--- src/rtl/ckpt_pkg.sv ---
package ckpt_pkg;

    typedef enum logic [1:0] {
        ST_IDLE    = 2'd0,
        ST_SAVE    = 2'd1,
        ST_COMMIT  = 2'd2,
        ST_RESTORE = 2'd3
    } seq_state_e;

    typedef struct packed {
        seq_state_e st;
        logic       err;
    } seq_regs_t;

endpackage

--- src/rtl/ckpt_done_mask.sv ---
module ckpt_done_mask #(
    parameter int N_AGENTS = 4
) (
    input  logic                clk,
    input  logic                rst_n,
    input  logic                clr,
    input  logic                acc,
    input  logic [N_AGENTS-1:0] done_i,
    output logic [N_AGENTS-1:0] mask_q,
    output logic                all_seen
);

    logic [N_AGENTS-1:0] mask_d;
    logic [N_AGENTS-1:0] seen;

    for (genvar g = 0; g < N_AGENTS; g++) begin : g_bit
        always_comb begin
            seen[g] = mask_q[g] | done_i[g];
            if (clr) begin
                mask_d[g] = 1'b0;
            end else if (acc) begin
                mask_d[g] = seen[g];
            end else begin
                mask_d[g] = mask_q[g];
            end
        end

        always_ff @(posedge clk or negedge rst_n) begin
            if (!rst_n) begin
                mask_q[g] <= 1'b0;
            end else begin
                mask_q[g] <= mask_d[g];
            end
        end
    end

    assign all_seen = &seen;

endmodule

--- src/rtl/ckpt_interval_timer.sv ---
module ckpt_interval_timer #(
    parameter int PERIOD = 200
) (
    input  logic clk,
    input  logic rst_n,
    input  logic idle,
    output logic hit
);

    if (PERIOD == 0) begin : g_off
        assign hit = 1'b0;
    end else begin : g_on
        localparam int CW = (PERIOD > 1) ? $clog2(PERIOD) : 1;
        logic [CW-1:0] cnt_d, cnt_q;

        always_comb begin
            hit = idle && (cnt_q == CW'(PERIOD - 1));
            if (!idle || hit) begin
                cnt_d = '0;
            end else begin
                cnt_d = cnt_q + 1'b1;
            end
        end

        always_ff @(posedge clk or negedge rst_n) begin
            if (!rst_n) begin
                cnt_q <= '0;
            end else begin
                cnt_q <= cnt_d;
            end
        end
    end

endmodule

--- src/rtl/ckpt_save_watchdog.sv ---
module ckpt_save_watchdog #(
    parameter int TIMEOUT = 64
) (
    input  logic clk,
    input  logic rst_n,
    input  logic clr,
    input  logic run,
    output logic expired
);

    localparam int TW = $clog2(TIMEOUT + 1);

    logic [TW-1:0] cnt_d, cnt_q;

    always_comb begin
        expired = run && (cnt_q == TW'(TIMEOUT - 1));
        if (clr) begin
            cnt_d = '0;
        end else if (run && (cnt_q != TW'(TIMEOUT))) begin
            cnt_d = cnt_q + 1'b1;
        end else begin
            cnt_d = cnt_q;
        end
    end

    always_ff @(posedge clk or negedge rst_n) begin
        if (!rst_n) begin
            cnt_q <= '0;
        end else begin
            cnt_q <= cnt_d;
        end
    end

endmodule

--- src/rtl/ckpt_sequencer.sv ---
module ckpt_sequencer
    import ckpt_pkg::*;
#(
    parameter int N_AGENTS = 4,
    parameter int TIMEOUT  = 64,
    parameter int PERIOD   = 200
) (
    input  logic                clk,
    input  logic                rst_n,
    input  logic                trig_i,
    input  logic                resume_i,
    input  logic [N_AGENTS-1:0] done_i,
    output logic                ckpt_o,
    output logic                pause_o,
    output logic                restoring_o,
    output logic                err_o
);

    seq_regs_t           r_d, r_q;
    logic [N_AGENTS-1:0] mask_q;
    logic                all_seen;
    logic                period_hit;
    logic                expired;
    logic                start_ckpt;
    logic                start_rest;
    logic                in_idle, in_save, in_rest;

    always_comb begin
        in_idle    = (r_q.st == ST_IDLE);
        in_save    = (r_q.st == ST_SAVE);
        in_rest    = (r_q.st == ST_RESTORE);
        start_rest = in_idle && resume_i;
        start_ckpt = in_idle && !resume_i && (trig_i || period_hit);

        r_d = r_q;
        unique case (r_q.st)
            ST_IDLE: begin
                if (start_rest) begin
                    r_d.st = ST_RESTORE;
                end else if (start_ckpt) begin
                    r_d.st  = ST_SAVE;
                    r_d.err = 1'b0;
                end
            end
            ST_SAVE: begin
                if (all_seen) begin
                    r_d.st = ST_COMMIT;
                end else if (expired) begin
                    r_d.err = 1'b1;
                end
            end
            ST_COMMIT: begin
                r_d.st = ST_IDLE;
            end
            ST_RESTORE: begin
                if (all_seen) begin
                    r_d.st = ST_IDLE;
                end
            end
            default: r_d.st = ST_IDLE;
        endcase
    end

    always_ff @(posedge clk or negedge rst_n) begin
        if (!rst_n) begin
            r_q <= '{st: ST_IDLE, err: 1'b0};
        end else begin
            r_q <= r_d;
        end
    end

    ckpt_done_mask #(.N_AGENTS(N_AGENTS)) u_mask (
        .clk     (clk),
        .rst_n   (rst_n),
        .clr     (start_ckpt || start_rest),
        .acc     (in_save || in_rest),
        .done_i  (done_i),
        .mask_q  (mask_q),
        .all_seen(all_seen)
    );

    ckpt_interval_timer #(.PERIOD(PERIOD)) u_period (
        .clk  (clk),
        .rst_n(rst_n),
        .idle (in_idle),
        .hit  (period_hit)
    );

    ckpt_save_watchdog #(.TIMEOUT(TIMEOUT)) u_wdog (
        .clk    (clk),
        .rst_n  (rst_n),
        .clr    (start_ckpt),
        .run    (in_save && !all_seen),
        .expired(expired)
    );

    assign ckpt_o      = in_save;
    assign pause_o     = in_save || in_rest;
    assign restoring_o = in_rest;
    assign err_o       = r_q.err;

endmodule

--- config.mk ---
export PLATFORM = sky130hd
export DESIGN_NAME = ckpt_sequencer
export DESIGN_NICKNAME = d
export VERILOG_FILES = /design/src/rtl/ckpt_pkg.sv /design/src/rtl/ckpt_done_mask.sv /design/src/rtl/ckpt_interval_timer.sv /design/src/rtl/ckpt_save_watchdog.sv /design/src/rtl/ckpt_sequencer.sv
export SDC_FILE = /design/constraint.sdc
export NUM_CORES = 1
export LEC_CHECK = 0
export ABC_CLOCK_PERIOD_IN_PS = 4130
export BUFFER_PORTS_ARGS = -buffer_cell sky130_fd_sc_hd__buf_2
export CORE_MARGIN = 1
export CORE_UTILIZATION = 60
export CTS_BUF_LIST = sky130_fd_sc_hd__clkbuf_8 sky130_fd_sc_hd__clkbuf_16
export CTS_CLUSTER_SIZE = 8
export DETAILED_ROUTE_END_ITERATION = 8
export PLACE_DENSITY = 0.84
export SYNTH_ARGS = -nofsm -noshare
export SYNTH_HDL_FRONTEND = slang
export SYNTH_SLANG_ARGS = --single-unit
--- constraint.sdc ---
create_clock -name clk -period 4.13 [get_ports clk]
set_input_delay 0.413 -clock clk [delete_from_list [all_inputs] [get_ports clk]]
set_output_delay 0.413 -clock clk [all_outputs]
set_load 0.02 [all_outputs]
==> run summary <==
CTS resizes: 0
Sequential area share after synthesis: 0.4883
FF+latch count, synth: 22
H-tree Lvls: 1
Max cap viols: 0
Pre-antenna DRT Iters: 4
Final Wtd Congestion: 0.8440
F_max: 0.5799 GHz
Total power draw: 0.0007667 W
Vias in the first global route: 772
# IOs: 12
Clock buffer count from CTS: 3
Root buffer selected by CTS: clkbuf_8
Final Slew Violations: 0
Critical Path Fanout Max: 13
Period utilization: 0.4176
Sw Share: 0.3912
DR vias: 833
Post-CTS Hold Buffers: 0
Area growth syn-to-layout: 11.88%
Power density over the cells: 607.9 nW/um^2
Dpl ws: 2.511 ns
Synth Area per Inst: 10.25 sq um
Internal power: 0.0004667 W
CP Data Required Time: 3.72 ns
Status: finished clean
Largest net degree at the start of global routing: 23
Std cell rows: 15
Main combinational cell family by area after synthesis: simple AND/OR/NAND/NOR gates
First-pass GRT wire length: 3436 um
DR vias/cell: 5.628
# diodes: 0
Grt total ovfl: 0
Comb power frac: 0.347
Hold Crit Class: input pin to async pin
Die outline width: 45.35 um
Worst setup margin: 2.405 ns
Tmin final: 1.725 ns
Final WL: 2084 um
Setup CP Type: flip-flop to output port
Seq pwr share: 0.455
Placed cell count: 144
Die Ht: 45.35 um
Maximum VDD drop: 0.3312 mV
Worst-margin pin slew: 0.4768 ns
Antenna Violating Nets Remaining: 0
Total track usage: 0.2489
Antenna violations before repair: 0
Kind of start point of the critical path: flip-flop
Slew margin rel.: 0.6821
Clock tree buffer depth: 2
Critical Path End Type: output port
Drc violations: 0
Synth Cell Area: 1127 sq um
Synth Area in Adders: 0.03330
RSZ-0062 raised after global routing: no
CTS tree: built
NetSw: 0.0002999 W
Initial core utilization: 0.6459
Post-Layout Cell Count: 148
Nets: 135
Leakage: 0.5866 nW
DRT iter0 DRCs: 23
Core area: 1745 sq um
Wire per inst: 14.08 um
Reg clk slew, reported paths: 0.07 ns
Mux contribution to synthesized area: 0
Cells after Synth: 110
Hold_ws: 0.09881 ns
YS warnings: 0
IO buf count: 11
Setup Buffers After CTS: 0
Synth Area in XOR/XNOR: 0.07769
Complex-gate fraction of the synthesized area: 0.1687
Setup Viol. Count Final: 0
Net Count, Synth: 121
Synth Area in Simple Gates: 0.2053
Final hold violations: 0
Fin Setup TNS: 0 ns
Power share of the clock group: 0.198
Clock sink total: 22
Layout cells sized above 1: 0.1870
Post-synth cell types: 30
Worst Skew: 0.001834 ns
Worst skew pair latency: 0.26 ns
CP Data Arrival Time: 1.31 ns
DP HPWL: 1502 um
Die area: 2056 sq um
==> area by class of cell <==
class / count / area (sq um)
flip-flops and latches: 22 / 550.5
multi-input cells: 80 / 546.8
fillers: 139 / 484.2
clock buffers: 4 / 55.05
repair buffers: 11 / 55.05
well taps: 25 / 31.28
inverters: 6 / 22.52
==> routing by layer <==
metal  track usage  wire length (um)  vias to the layer above
li1              -                 -                      416
met4        0.1273                38                        0
met1        0.2958               893                      394
met2        0.4232              1096                       19
met5             0                 0                        -
met3       0.05200                56                        4
==> path summary, 6_finish.rpt <==
kind                                         from                endpoint  slack (ns)  cells past startpoint
max                                        r_q[1]                  ckpt_o        2.41                      2
min                                         rst_n  u_period.g_on.cnt_q[6]         0.1                      1
max reg2reg                                r_q[1]         u_wdog.cnt_q[2]        2.50                      4
min reg2reg                u_period.g_on.cnt_q[0]  u_period.g_on.cnt_q[0]        0.46                      1
max in group asynchronous                   rst_n        u_mask.mask_q[2]        3.71                      1
min in group clk                        done_i[0]        u_mask.mask_q[0]        0.44                      3
==> power by group through the flow <==
stage | Clock (W) | Sequential [W] | Combinational, W
final | 0.000152 | 0.000349 | 0.000266
after floorplan | 0 | 0.000327 | 0.000219
after global placement | 0 | 0.000346 | 0.000254
after CTS | 0.000157 | 0.000348 | 0.000267
after detailed placement | 0 | 0.000351 | 0.000265
after global routing | 0.000162 | 0.000359 | 0.000301
==> Yosys cell counts <==
master     count  area share
nor2b_4        1       0.012
nand3_1        7       0.031
a21oi_1        7       0.031
o21ai_2        1      0.0078
or4_4          1       0.010
nor4_2         1       0.011
xnor2_1        2       0.016
o21a_1         2       0.013
and4b_1        1      0.0089
and3_1         5       0.028
o21ai_0        4       0.018
nand2b_1       1      0.0056
xor2_1         8       0.062
o21bai_1       1      0.0067
o2111ai_1      2       0.016
o31a_1         1      0.0078
and2_1         2       0.011
ha_1           3       0.033
clkbuf_1       2      0.0067
o211ai_1       3       0.020
nor3_1         3       0.013
nor4_1         1      0.0056
o22ai_4        2       0.036
inv_1          6       0.020
dfrtp_1       22        0.49
a21oi_2        1      0.0078
nor2_1        17       0.057
and3_2         1      0.0067
nand4_1        1      0.0056
o22ai_1        1      0.0056
==> layout by cell type (no fill, tap or decap), types with 4 or more instances in the layout <==
cell type / synthesis / final
a21oi_1: 7 / 7
and3_1: 5 / 5
buf_2: 0 / 11
clkbuf_8: 0 / 4
dfrtp_1: 22 / 22
inv_1: 6 / 6
nand3_1: 7 / 7
nor2_1: 17 / 17
o21ai_0: 4 / 4
xor2_1: 8 / 8
==> worst max-delay path: stages (launching register included) <==
cell and delay, ns:
dfrtp_1 0.56, nor2b_4 0.29, buf_2 0.20
==> state kept, by name, summed over array words and instances, names as in the netlist <==
name                 cells
u_period.g_on.cnt_q      8
u_mask.mask_q            4
u_wdog.cnt_q             7
r_q                      2
err_o                    1
==> cells by family (layout without fill, tap and decap cells) <==
group	count (synthesis)	after routing
compound gates	25	25
buf+inv	8	21
fa+ha+maj	3	3
xor+xnor	10	10
simple gates	42	42
flops	22	22
==> per-stage QoR <==
stage / cell area (sq um) / util
after floorplan: 1127 / -
after global placement: 1206 / 0.6910
after detailed placement: 1206 / 0.6910
after CTS: 1261 / 0.7226
after global routing: 1261 / 0.7226
final: 1261 / 0.7226
(Power assumes the default switching activity.)
